<file path="config.mk">
export PLATFORM = sky130hd
export DESIGN_NAME = zq_sched
export DESIGN_NICKNAME = d
export VERILOG_FILES = /design/src/rtl/zq_sched_pkg.sv /design/src/rtl/zq_sched_ctrl.sv /design/src/rtl/zq_sched_dp.sv /design/src/rtl/zq_sched.sv
export SDC_FILE = /design/constraint.sdc
export NUM_CORES = 1
export LEC_CHECK = 0
export ABC_AREA = 1
export BUFFER_PORTS_ARGS = -buffer_cell sky130_fd_sc_hd__buf_2
export CAP_MARGIN = 20
export CORE_MARGIN = 4
export CORE_UTILIZATION = 50
export DETAILED_ROUTE_END_ITERATION = 10
export PLACE_DENSITY = 0.7
export SLEW_MARGIN = 30
export SYNTH_ARGS = -nofsm -noshare
export SYNTH_HDL_FRONTEND = slang
export SYNTH_SLANG_ARGS = --single-unit
</file>
<file path="constraint.sdc">
create_clock -name clk -period 2 [get_ports clk]
set_input_delay 0.2 -clock clk [delete_from_list [all_inputs] [get_ports clk]]
set_output_delay 0.2 -clock clk [all_outputs]
set_load 0.05 [all_outputs]
</file>
<file path="src/rtl/zq_sched_pkg.sv">
package zq_sched_pkg;

  localparam int LONG_CODE_MIN  = 7;
  localparam int LONG_CODE_MAX  = 10;
  localparam int SHORT_CODE_MAX = 9;

  typedef struct packed {
    logic issue;
    logic isLong;
  } zqStrobe_t;

  function automatic logic codeBad(input logic isLong, input logic [3:0] code);
    if (isLong) return (int'(code) < LONG_CODE_MIN) || (int'(code) > LONG_CODE_MAX);
    return int'(code) > SHORT_CODE_MAX;
  endfunction

  function automatic logic [3:0] waitExp(input logic isLong, input logic [3:0] code);
    if (codeBad(isLong, code)) return isLong ? 4'(LONG_CODE_MAX) : 4'(SHORT_CODE_MAX);
    return code;
  endfunction

endpackage

</file>
<file path="src/rtl/zq_sched_ctrl.sv">
module zq_sched_ctrl
  import zq_sched_pkg::*;
#(
  parameter int NUM_CS     = 4,
  parameter int REF_PERIOD = 32,
  parameter int CS_W       = $clog2(NUM_CS)
) (
  input  logic              clk,
  input  logic              rstN,
  input  logic              ddr3En,
  input  logic              refreshTick,
  input  logic              selfRefExit,
  input  logic [NUM_CS-1:0] csPresent,
  input  logic              waitDone,
  output zqStrobe_t         strobe,
  output logic [CS_W-1:0]   issueCs
);

  localparam int REF_W = $clog2(REF_PERIOD);
  localparam int NXT_W = CS_W + 1;

  logic [REF_W-1:0] refCnt;
  logic             longPend;
  logic             shortPend;
  logic             seqActive;
  logic             seqLong;
  logic [NXT_W-1:0] nextCs;

  logic            found;
  logic [CS_W-1:0] foundIdx;
  logic            refWrap;
  logic            issueNow;
  logic            seqDone;

  // lowest present rank at or above the scan position
  always_comb begin
    found    = 1'b0;
    foundIdx = '0;
    for (int i = NUM_CS - 1; i >= 0; i--) begin
      if (csPresent[i] && (NXT_W'(i) >= nextCs)) begin
        found    = 1'b1;
        foundIdx = CS_W'(i);
      end
    end
  end

  assign refWrap  = refreshTick && (refCnt == REF_W'(REF_PERIOD - 1));
  assign issueNow = ddr3En && seqActive && found && waitDone;
  assign seqDone  = ddr3En && seqActive && !found && waitDone;

  assign strobe.issue  = issueNow;
  assign strobe.isLong = seqLong;
  assign issueCs       = foundIdx;

  always_ff @(posedge clk) begin
    if (!rstN || !ddr3En) begin
      refCnt    <= '0;
      longPend  <= 1'b0;
      shortPend <= 1'b0;
      seqActive <= 1'b0;
      seqLong   <= 1'b0;
      nextCs    <= '0;
    end else begin
      if (refreshTick) refCnt <= refWrap ? '0 : refCnt + REF_W'(1);
      if (seqDone && seqLong) refCnt <= '0;

      if (seqActive) begin
        if (issueNow)     nextCs    <= NXT_W'(foundIdx) + NXT_W'(1);
        else if (seqDone) seqActive <= 1'b0;
      end else if (longPend) begin
        seqActive <= 1'b1;
        seqLong   <= 1'b1;
        longPend  <= 1'b0;
        nextCs    <= '0;
      end else if (shortPend) begin
        seqActive <= 1'b1;
        seqLong   <= 1'b0;
        shortPend <= 1'b0;
        nextCs    <= '0;
      end

      if (refWrap) shortPend <= 1'b1;

      // leaving self refresh outranks any short work
      if (selfRefExit) begin
        longPend  <= 1'b1;
        shortPend <= 1'b0;
        if (!(seqActive && seqLong)) seqActive <= 1'b0;
      end
    end
  end

endmodule

</file>
<file path="src/rtl/zq_sched_dp.sv">
module zq_sched_dp
  import zq_sched_pkg::*;
#(
  parameter int NUM_CS = 4,
  parameter int CS_W   = $clog2(NUM_CS)
) (
  input  logic            clk,
  input  logic            rstN,
  input  zqStrobe_t       strobe,
  input  logic [CS_W-1:0] issueCs,
  input  logic [3:0]      longCode,
  input  logic [3:0]      shortCode,
  output logic            waitDone,
  output logic            zqReq,
  output logic            zqIsLong,
  output logic [CS_W-1:0] zqCs,
  output logic            busBusy,
  output logic            codeErr
);

  localparam int WAIT_W = LONG_CODE_MAX + 1;

  logic [WAIT_W-1:0] waitCnt;
  logic [WAIT_W-1:0] waitLen;
  logic [3:0]        selCode;
  logic              selBad;

  assign selCode = strobe.isLong ? longCode : shortCode;
  assign selBad  = codeBad(strobe.isLong, selCode);
  assign waitLen = WAIT_W'(1) << waitExp(strobe.isLong, selCode);

  assign busBusy  = waitCnt != '0;
  assign waitDone = waitCnt <= WAIT_W'(1);

  always_ff @(posedge clk) begin
    if (!rstN) begin
      waitCnt  <= '0;
      zqReq    <= 1'b0;
      zqIsLong <= 1'b0;
      zqCs     <= '0;
      codeErr  <= 1'b0;
    end else begin
      zqReq <= strobe.issue;
      if (strobe.issue) begin
        zqIsLong <= strobe.isLong;
        zqCs     <= issueCs;
        waitCnt  <= waitLen;
        if (selBad) codeErr <= 1'b1;
      end else if (waitCnt != '0) begin
        waitCnt <= waitCnt - WAIT_W'(1);
      end
    end
  end

endmodule

</file>
<file path="src/rtl/zq_sched.sv">
module zq_sched
  import zq_sched_pkg::*;
#(
  parameter int NUM_CS     = 4,
  parameter int REF_PERIOD = 32,
  parameter int CS_W       = $clog2(NUM_CS)
) (
  input  logic              clk,
  input  logic              rstN,
  input  logic              ddr3En,
  input  logic              refreshTick,
  input  logic              selfRefExit,
  input  logic [3:0]        longCode,
  input  logic [3:0]        shortCode,
  input  logic [NUM_CS-1:0] csPresent,
  output logic              zqReq,
  output logic              zqIsLong,
  output logic [CS_W-1:0]   zqCs,
  output logic              busBusy,
  output logic              codeErr
);

  zqStrobe_t       strobe;
  logic [CS_W-1:0] issueCs;
  logic            waitDone;

  zq_sched_ctrl #(.NUM_CS(NUM_CS), .REF_PERIOD(REF_PERIOD), .CS_W(CS_W)) u_ctrl (
    .clk        (clk),
    .rstN       (rstN),
    .ddr3En     (ddr3En),
    .refreshTick(refreshTick),
    .selfRefExit(selfRefExit),
    .csPresent  (csPresent),
    .waitDone   (waitDone),
    .strobe     (strobe),
    .issueCs    (issueCs)
  );

  zq_sched_dp #(.NUM_CS(NUM_CS), .CS_W(CS_W)) u_dp (
    .clk      (clk),
    .rstN     (rstN),
    .strobe   (strobe),
    .issueCs  (issueCs),
    .longCode (longCode),
    .shortCode(shortCode),
    .waitDone (waitDone),
    .zqReq    (zqReq),
    .zqIsLong (zqIsLong),
    .zqCs     (zqCs),
    .busBusy  (busBusy),
    .codeErr  (codeErr)
  );

endmodule

</file>
=== Word-level counts from Yosys, hierarchy flattened ===
Cells that the tools add are included.

* Output and inout bits: 6
* Input port bits: 17
* Word-level logic and storage cells: 93
* Bits in registers: 28

* Shift-type cells: 1
* Bitwise logic cells: 1
* Add/subtract/negate cells: 3
* Equal/unequal tests: 5
* $lt $le $gt $ge: 8
* Reductions and logical operators: 27
* Mux-type cells: 37

{| class="wikitable"
|+ Operators by type and width
! kind !! number
|-
| 1-bit 2-to-1 mux || 22
|-
| 11-bit 2-to-1 mux || 2
|-
| 1-bit logical AND || 12
|-
| 3-bit 2-to-1 mux || 4
|-
| 4-bit 2-to-1 mux || 3
|-
| 11-bit by 1-bit <= comparator with 1-bit output, second input constant || 1
|-
| 11-bit nonzero test || 1
|-
| 1-bit by 4-bit left shift with 11-bit output, first input constant || 1
|-
| 11-bit by 1-bit subtractor with 11-bit output, second input constant || 1
|-
| 2-bit 2-to-1 mux || 5
|-
| 4-bit greater-than comparator, second input constant || 2
|-
| 2-bit inequality test, second input constant || 4
|-
| 2-bit AND reduction || 4
|-
| 1-bit by 3-bit greater-or-equal comparator with 1-bit output, first input constant || 2
|-
| 2-bit by 3-bit greater-or-equal comparator with 1-bit output, first input constant || 2
|-
| 5-bit by 1-bit adder with 5-bit output, second input constant || 1
|-
| 5-bit equality test, second input constant || 1
|-
| 5-bit 2-to-1 mux || 1
|-
| 4-bit by 3-bit less-than comparator with 1-bit output, second input constant || 1
|-
| 2-bit nonzero test || 2
|-
| 2-bit OR reduction || 2
|-
| 2-bit by 1-bit adder with 3-bit output, second input constant || 1
|-
| 1-bit zero test || 3
|-
| 3-bit nonzero test || 1
|-
| other kinds (2) || 3
|}

=== Depth between registers and ports, before layout ===
Gate-level depths: netlist (run 1).

* Depth after elaboration: 14
* Mapped depth: 13
* Gate-level depth less buffers: 12

=== Cells and area by module ===
From an unflattened synthesis (run 1), not the netlist that was laid out.

* Cell total of the unflattened synthesis: 258
* Area, all modules: 1,739.2 um2

{| class="wikitable"
|+ By module, submodules not included
! module !! area an instance (um2) !! seq. area each (um2) !! instances !! cells each
|-
| zq_sched_dp || 1,082.3 || 320.3 || 1 || 166
|-
| zq_sched_ctrl || 656.9 || 240.2 || 1 || 92
|}

=== Worst setup path before layout (run 1) ===
OpenSTA, ideal clock, no wires.

* Path type: register to register
* Start point: register u_dp.waitCnt[6]
* End point: register u_dp.waitCnt[0]
* Path slack: 163 ps
* Arrival: 1,717 ps
* Stages on the path, launching flop included: 9
* Buffers on the path: 0
* Setup time: 120 ps
* Path through: dfxtp_1 > nor2_2 > inv_1 > nor2_2 > nand3_1 > nor2_4 > inv_4 > o21ai_0 > a21oi_1

* Elaborated cells between the ends (all ways): 5
* Those cells by class: order compare (1); mux (1); reduce/logical (3)

{| class="wikitable"
|+ RTL lines
! what !! line !! source
|-
| from (decl) || zq_sched_dp.sv:23 || <nowiki>logic [WAIT_W-1:0] waitCnt;</nowiki>
|-
| from (signal assigned) || zq_sched_dp.sv:47 || <nowiki>waitCnt <= waitLen;</nowiki>
|-
| from (signal assigned) || zq_sched_dp.sv:50 || <nowiki>waitCnt <= waitCnt - WAIT_W'(1);</nowiki>
|-
| 11-bit nonzero test || n/a ||
|-
| via busBusy || zq_sched.sv:19 || <nowiki>output logic busBusy,</nowiki>
|-
| 2-bit nonzero test (no source line) || n/a ||
|}

The timed path passes the listed nets, and every way through them passes these cells.
A chain may end at the register's enable or synchronous reset.

=== Final worst setup path (run 1) ===
* Start point: register u_dp.waitCnt[0]
* End point: output port busBusy

* Longest elaborated chain between the ends: 1

{| class="wikitable"
|+ Ends and longest elaborated chain
! what !! line !! source
|-
| 11-bit nonzero test || zq_sched_dp.sv:32 || <nowiki>assign busBusy = waitCnt != '0;</nowiki>
|-
| to (decl) || zq_sched.sv:19 ||
|}

No other way between the ends.

==> results of run 1 <==
[stage by stage]
| step | hold WS, ns | cells |
|---|---|---|
| 2_1_floorplan | 0.278 | 250 |
| 3_3_place_gp | 0.381 | 316 |
| 5_1_grt | 0.114 | 321 |
| 4_1_cts | 0.00147 | 320 |
| 6_report | 0.105 | 321 |
| 3_5_place_dp | 0.387 | 316 |
[cell usage after synthesis, types with 3 or more instances]
| cell | instances | area share |
|---|---|---|
| o21ai_0 | 7 | 0.019 |
| dfxtp_1 | 28 | 0.31 |
| nand2_4 | 8 | 0.050 |
| a21oi_1 | 29 | 0.080 |
| nand2_2 | 4 | 0.014 |
| nand4_1 | 4 | 0.014 |
| nor3_1 | 3 | 0.0083 |
| nor2_2 | 6 | 0.021 |
| o21bai_1 | 3 | 0.012 |
| nor2_4 | 5 | 0.031 |
| nand2_1 | 50 | 0.10 |
| nand3_1 | 9 | 0.025 |
| inv_1 | 35 | 0.072 |
| nor2_1 | 21 | 0.043 |
| ha_1 | 6 | 0.041 |
| xor2_1 | 5 | 0.024 |
[sequential cells by signal, indices dropped and copies added (netlist names)]
name              cells
u_ctrl.longPend       1
u_ctrl.nextCs         3
u_ctrl.refCnt         5
u_ctrl.seqActive      1
u_ctrl.seqLong        1
u_ctrl.shortPend      1
u_dp.codeErr          1
u_dp.waitCnt         11
u_dp.zqCs             2
u_dp.zqIsLong         1
u_dp.zqReq            1
[critical path: stages, from the launching register on]
cell and delay, ns:
dfxtp_1 0.41, inv_1 0.11, ha_1 0.22, nand3_1 0.19, buf_2 0.30
[cells by family after synthesis]
logic type      after synthesis
fa+ha+maj                     6
xor+xnor                      6
buf+inv                      42
flops                        28
simple gates                116
compound gates               52
[power by group]
| part | internal, mW | switching (mW) | total, mW | leakage [nW] |
|---|---|---|---|---|
| clock | 0.203 | 0.177 | 0.380 | 0.0279 |
| sequential | 0.646 | 0.0727 | 0.719 | 0.228 |
| combinational | 0.323 | 0.524 | 0.847 | 0.685 |
[worst paths after layout]
kind                            cells past startpoint              from          endpoint
worst max-delay path                                4   u_dp.waitCnt[0]           busBusy
worst min-delay path                                2       refreshTick  u_ctrl.refCnt[0]
worst max register to register                     10    u_ctrl.seqLong   u_dp.waitCnt[9]
worst min register to register                      2  u_ctrl.refCnt[4]  u_ctrl.refCnt[4]
[metal layers]
layer	share of wire	vias up
li1	-	862
met1	0.47	741
met2	0.48	25
met3	0.041	2
met4	0.0065	0
met5	0	-
[timing repair]
action	in CTS	in global routing
endpoints found under the setup margin	0	0
resized for setup	0	0
hold buffers	0	1
hold endpoints to repair	0	1
[area by class of cell]
class                           count  area share
Clock buffer                        3      0.0112
Clock inverter                      1      0.0149
Inverter                           39      0.0783
Multi-Input combinational cell    180       0.525
Sequential cell                    28       0.278
Tap cell                           46      0.0286
Timing Repair Buffer               24      0.0634
[placed cells by master (no fill, tap or decap), types with 2 or more instances in the layout]
master / instances
nand2_1: 50
inv_1: 35
a21oi_1: 29
dfxtp_1: 28
buf_2: 22
nor2_1: 21
nand3_1: 9
nand2_4: 8
o21ai_0: 7
nor2_2: 6
ha_1: 6
nor2_4: 5
xor2_1: 5
nand2_2: 4
nand4_1: 4
o21bai_1: 3
nor3_1: 3
clkbuf_4: 3
o21ai_2: 2
a211oi_1: 2
o211ai_1: 2
o2111ai_1: 2
==> run metrics, run 1 <==
initial antenna violation count=0; met3 usage=0.0279; compound-cell area share of the yosys netlist=0.170; DRC=0; dpl ws=0.284 ns; Area Growth Syn to Fin=11.1%; largest net degree at the start of global routing=17; simple-gate area share of the yosys netlist=0.344; Tcrit/Tclk final=0.887; Max Cap Viol=0; first-pass GRT wire length=6.31 mm; max-slew violations=0; register cell area after layout=around 560 um^2; Max VDD drop=0.310 mV; share of cells above drive strength 1=0.222; vias in the first global route=1443; CP arrival=1.57 ns; post-synthesis mux area share=0; Leak=0.941 nW; critical path class=reg2out; CTS clk-pin slew, worst paths=0.16 ns; CTS tree=yes; Top FF cell, synth=dfxtp_1; Synth Area in XOR/XNOR=0.0290; Vias/cell=5.08; syn_area_per_cell=7.25 um^2; CP required=1.80 ns; CP Capture Type=primary output; core area=3420 um^2; relative slew slack=0.691; CP max FO=4; worst-margin pin slew=~0.46 ns; total CTS buffers=3; antenna viol nets, final=0; number of diodes=0; num ports=23; Post-synth EDFFs=0; Die Area=roughly 4700 um^2; Clock Latency Late Sink=about 0.33 ns; # setup viols final=0; Reg2Reg Setup Slack=0.24 ns; met2 Resource Use GR=0.297; Core Util, Final=0.590; CTS H-Tree Depth=1; input/output buffers=22; Yosys cell types=38; Chip Height=68.2 um; DIE WIDTH=between 60 and 70 um; setup TNS=0 ns; detailed-placement wirelength estimate=2.97 mm; total power=1.95 mW; FILL cells=347; nets@finish=299; Synth Instances=250; Seq/Total Area, Yosys=0.309; Bufs on Longest Clock Path=2; Root Driver=clkbuf_4; Yosys reg bits=28; final instance area=2010 um^2; HP Class=in2reg; Post-Syn Nets=273; Starting Density=0.531; final hold vios=0; Final min period=1.77 ns; drt total wl=3.68 mm; GRT Util Overall=0.178; TritonCTS Sinks=28; placed inst area=slightly below 2000 um^2; Synth Cell Area=1810 um^2; 1st-pass router iterations=4; synth warn=0; CP startpoint kind=flop; Rows=21; Fin Clk Skew=0.00557 ns; post-CTS setup buffers=0; layer with the highest usage=met2; Pwr per Cell Area=between 900 and 1000 nW/um^2; Worst Slack Setup Final=between 0.2 and 0.25 ns; area of the multi-input gates=between 1000 and 1500 um^2; drt wl/cell=11.5 um; total gr overflow=0; status=completed; largest family of logic cells by synthesized area=simple AND/OR/NAND/NOR gates; FMAX=564 MHz; adder-cell share of the synthesized area=0.0414; asr flop ratio synth=0; initial drt markers=64; GPL Wtd Cong=a little over 0.8; unrepaired setup endpoints after global routing=no; met1 Usage GRT=0.236; total number of vias=about 1600
Note: power is estimated with default switching activity, not from simulation.
==> run 2: changes to the inputs <==
CTS_BUF_LIST = sky130_fd_sc_hd__clkbuf_8   (was not set)
==> run metrics, run 2 (synthesized netlist as in run 1, its figures left out) <==
status=completed; setup TNS=0 ns; input/output buffers=22; relative slew slack=0.691; total number of vias=1621; Area Growth Syn to Fin=11.6%; core area=3420 um^2; commonest non-fill, non-tap cell in the layout=nand2_1; GPL Wtd Cong=between 0.8 and 0.9; commonest cells after routing, fill and taps aside=50 x nand2_1, 35 x inv_1, 29 x a21oi_1; antenna viol nets, final=0; CTS clk-pin slew, worst paths=0.10 ns; DIE WIDTH=68.2 um; 1st-pass router iterations=4; unrepaired setup endpoints after global routing=no; CP Capture Type=flop; CP arrival=roughly 2.0 ns; TritonCTS Sinks=28; Pwr per Cell Area=998 nW/um^2; worst-margin pin slew=0.463 ns; Top delay family on crit path=flip-flops; CP required=roughly 2.2 ns; first-pass GRT wire length=6.31 mm; placed inst area=1950 um^2; final hold vios=0; # setup viols final=0; CP startpoint kind=flop; DRC=0; worst r2r src=u_ctrl.seqLong; nets@finish=298; share of cells above drive strength 1=0.223; largest net degree at the start of global routing=17; Slowest-stage cell, CP=dfxtp_1; post-CTS setup buffers=0; HP Class=in2reg; Leak=0.945 nW; max incr delay on CP=0.62 ns; Final min period=1.75 ns; GRT Util Overall=0.177; Fin Clk Skew=0.00581 ns; Tcrit/Tclk final=0.875; critical path class=reg2reg; num ports=23; max-slew violations=0; CTS tree=yes; Max Cap Viol=0; Max VDD drop=about 0.32 mV; Largest regs=u_dp.waitCnt: 11 flops, u_ctrl.refCnt: 5 flops, u_ctrl.nextCs: 3 flops; FMAX=571 MHz; final instance area=2020 um^2; Root Driver=clkbuf_8; Chip Height=68.2 um; Worst Setup SP=u_ctrl.seqLong; Largest register FFs=11; drt total wl=3.67 mm; post_cts resized=0; Rows=21; drt wl/cell=11.5 um; Bufs on Longest Clock Path=2; CTS H-Tree Depth=1; Buf+Inv Stages, Crit Path=2; Starting Density=0.531; largest register by flop count=u_dp.waitCnt; initial antenna violation count=0; Clock Latency Late Sink=0.28 ns; detailed-placement wirelength estimate=2.97 mm; Hold Path Origin=selfRefExit; Die Area=4650 um^2; vias in the first global route=about 1500; total gr overflow=0; CP Cell Sequence=inv_8 -> nand2_4 -> nand2_4 -> inv_2 -> nand2_1 -> nand2_2 -> nand3_4 -> a21oi_1 -> nand2_1 -> a21oi_1; CP max FO=8; # hold bufs at CTS=0; total power=2.02 mW; total CTS buffers=3; Vias/cell=between 5 and 6; initial drt markers=101; number of diodes=0
run 2: layout make-up:
cell class / count / area [um^2]
Sequential cell: 28 / 561
Clock inverter: 1 / 30.0
Clock buffer: 3 / 41.3
Inverter: 39 / 158
Tap cell: 46 / 57.6
Timing Repair Buffer: 23 / 118
Fill cell: 341 / 1390
Multi-Input combinational cell: 180 / 1060
run 2: per-layer routing:
metal	wire [um]	up-vias	GRT usage	part of all wire
li1	-	860	-	-
met1	1730	732	0.235	0.47
met2	1750	24	0.296	0.48
met3	139	5	0.0279	0.038
met4	43	0	0.0521	0.012
met5	0	-	0	0
run 2: power by group:
group          total [mW]  internal [mW]  switching, mW
registers           0.719          0.646         0.0733
clock network       0.452          0.268          0.184
logic               0.848          0.322          0.526
run 2: worst register-to-register path, cell delays in order, from the launching register on:
cell,delay (ns)
dfxtp_1,0.62
inv_8,0.09
nand2_4,0.08
nand2_4,0.06
inv_2,0.06
nand2_1,0.06
nand2_2,0.09
nand3_4,0.10
a21oi_1,0.26
nand2_1,0.11
a21oi_1,0.14
run 2: path summary, 6_finish.rpt:
path,end,slack (ns),depth (start not counted)
setup / recovery,u_dp.waitCnt[9],0.25,10
hold / removal,u_ctrl.shortPend,0.08,2
setup reg to reg,u_dp.waitCnt[9],0.25,10
hold reg to reg,u_ctrl.refCnt[4],0.47,2
run 2: per-stage QoR:
| step | utilization | setup slack (ns) | instances | hold slack (ns) |
|---|---|---|---|---|
| 3_3_place_gp | 0.571 | 0.274 | 316 | 0.381 |
| 6_report | 0.592 | 0.250 | 320 | 0.0830 |
| 5_1_grt | 0.592 | 0.0874 | 320 | 0.0746 |
| 4_1_cts | 0.592 | 0.257 | 320 | 0.0796 |
| 2_1_floorplan | - | 0.163 | 250 | 0.278 |
| 3_5_place_dp | 0.571 | 0.284 | 316 | 0.387 |
==> run 3: changes to the inputs <==
==> constraint.sdc (replaced) <==
create_clock -name clk -period 1.8 [get_ports clk]
set_input_delay 0.36 -clock clk [delete_from_list [all_inputs] [get_ports clk]]
set_output_delay 0.36 -clock clk [all_outputs]
set_load 0.05 [all_outputs]
==> run metrics, run 3 (synthesized netlist as in run 1, its figures left out) <==
worst r2r src=u_dp.waitCnt[1]; relative slew slack=0.808; TritonCTS Sinks=28; Top delay family on crit path=simple AND/OR/NAND/NOR gates; most frequent CP cell=nor2_2; Buf+Inv Stages, Crit Path=2; Clock Latency Late Sink=0.27 ns; number of diodes=0; CP required=1.44 ns; Max Cap Viol=0; Largest regs=u_dp.waitCnt: 11 flops, u_ctrl.refCnt: 5 flops, u_ctrl.nextCs: 3 flops; Worst Slack Setup Final=between 0.1 and 0.15 ns; final hold vios=0; CP startpoint kind=flop; status=completed; cell count of the worst reg-to-reg path=9; Pwr per Cell Area=1080 nW/um^2; Worst Setup SP=u_dp.waitCnt[6]; first-pass GRT wire length=6.15 mm; CTS tree=yes; core area=3420 um^2; vias in the first global route=1504; Leak=0.975 nW; Reg-to-Reg End=u_dp.waitCnt[4]; total number of vias=about 1600; total gr overflow=0; critical path class=reg2out; initial drt markers=84; max-slew violations=0; # setup viols final=0; Chip Height=68.2 um; Rows=21; input/output buffers=22; drt wl/cell=11.5 um; Bufs on Longest Clock Path=2; Tcrit/Tclk final=0.943; DIE WIDTH=68.2 um; Max VDD drop=0.517 mV; Fin Clk Skew=0.00309 ns; GPL Wtd Cong=between 0.7 and 0.8; FMAX=around 590 MHz; DRC=0; CTS clk-pin slew, worst paths=0.10 ns; HP Class=in2reg; FILL cells=332; CP arrival=1.34 ns; max incr delay on CP=0.34 ns; Final min period=1.70 ns; CTS H-Tree Depth=1; Die Area=4650 um^2; Reg2Reg Setup Slack=0.14 ns; initial antenna violation count=0; Setup crit end=busBusy; Largest register FFs=11; num ports=23; total CTS buffers=3; CP max FO=3; commonest cells after routing, fill and taps aside=50 x nand2_1, 35 x inv_1, 28 x a21oi_1; Area Growth Syn to Fin=15.7%; Slowest-stage cell, CP=dfxtp_1; detailed-placement wirelength estimate=roughly 3 mm; antenna viol nets, final=0; placed inst area=1970 um^2; CP Cell Sequence=nor2_2 -> inv_1 -> nor2_2 -> nand3_2 -> buf_6; nets@finish=302; Starting Density=0.531; total power=2.26 mW; Root Driver=clkbuf_8; CP Capture Type=primary output; final instance area=approximately 2100 um^2; worst-margin pin slew=0.285 ns; largest register by flop count=u_dp.waitCnt; 1st-pass router iterations=4; drt total wl=3.73 mm; GRT Util Overall=0.170; commonest non-fill, non-tap cell in the layout=nand2_1; Vias/cell=5.02; # hold bufs at CTS=0; CP Depth=5; share of cells above drive strength 1=0.252; dpl ws=~0.1 ns; largest net degree at the start of global routing=17
-- run 3: cell types whose count changed in the layout (fill, tap and decap cells not counted), sizes merged --
cell  delta
buf      +4
-- run 3: per-stage QoR --
step / instances / setup TNS, ns / util / hold WS, ns
floorplan: 250 / 0 / - / 0.438
global route: 324 / -0.0579 / 0.614 / 0.248
detailed placement: 318 / 0 / 0.577 / 0.458
CTS: 322 / 0 / 0.598 / 0.251
global placement: 318 / 0 / 0.577 / 0.457
finish: 324 / 0 / 0.614 / 0.251
-- run 3: layer usage --
| layer | part of all wire | routed length (um) | GRT usage |
|---|---|---|---|
| met2 | 0.52 | 1960 | 0.324 |
| met1 | 0.44 | 1640 | 0.200 |
| met5 | 0 | 0 | 0 |
| met4 | 0.0083 | 31 | 0.0372 |
| met3 | 0.028 | 106 | 0.0213 |
-- run 3: layout make-up --
class	count	area, um^2	area share
Tap cell	46	57.6	0.0274
Multi-Input combinational cell	180	1090	0.522
Timing Repair Buffer	27	154	0.0734
Inverter	39	158	0.0752
Clock buffer	3	41.3	0.0197
Clock inverter	1	30.0	0.0143
Sequential cell	28	562	0.268
-- run 3: worst min-delay path by stage --
stage                                from                to  slack, ns  depth (start not counted)
after CTS                     selfRefExit  u_ctrl.shortPend       0.25                          2
final                         selfRefExit  u_ctrl.shortPend       0.25                          2
after floorplan               selfRefExit  u_ctrl.shortPend       0.44                          1
after global placement    u_ctrl.longPend   u_ctrl.longPend       0.46                          2
after detailed placement  u_ctrl.longPend   u_ctrl.longPend       0.46                          2
after global routing          selfRefExit  u_ctrl.shortPend       0.25                          2
-- run 3: power breakdown --
group	total [mW]	switching [mW]	internal (mW)
sequential	0.800	0.0814	0.718
combinational	0.960	0.581	0.379
clock	0.497	0.200	0.298
-- run 3: repair_timing --
item                       4_1_cts  5_1_grt
resized for setup                0       10
buffers inserted                 0        2
setup endpoints to repair        0       17
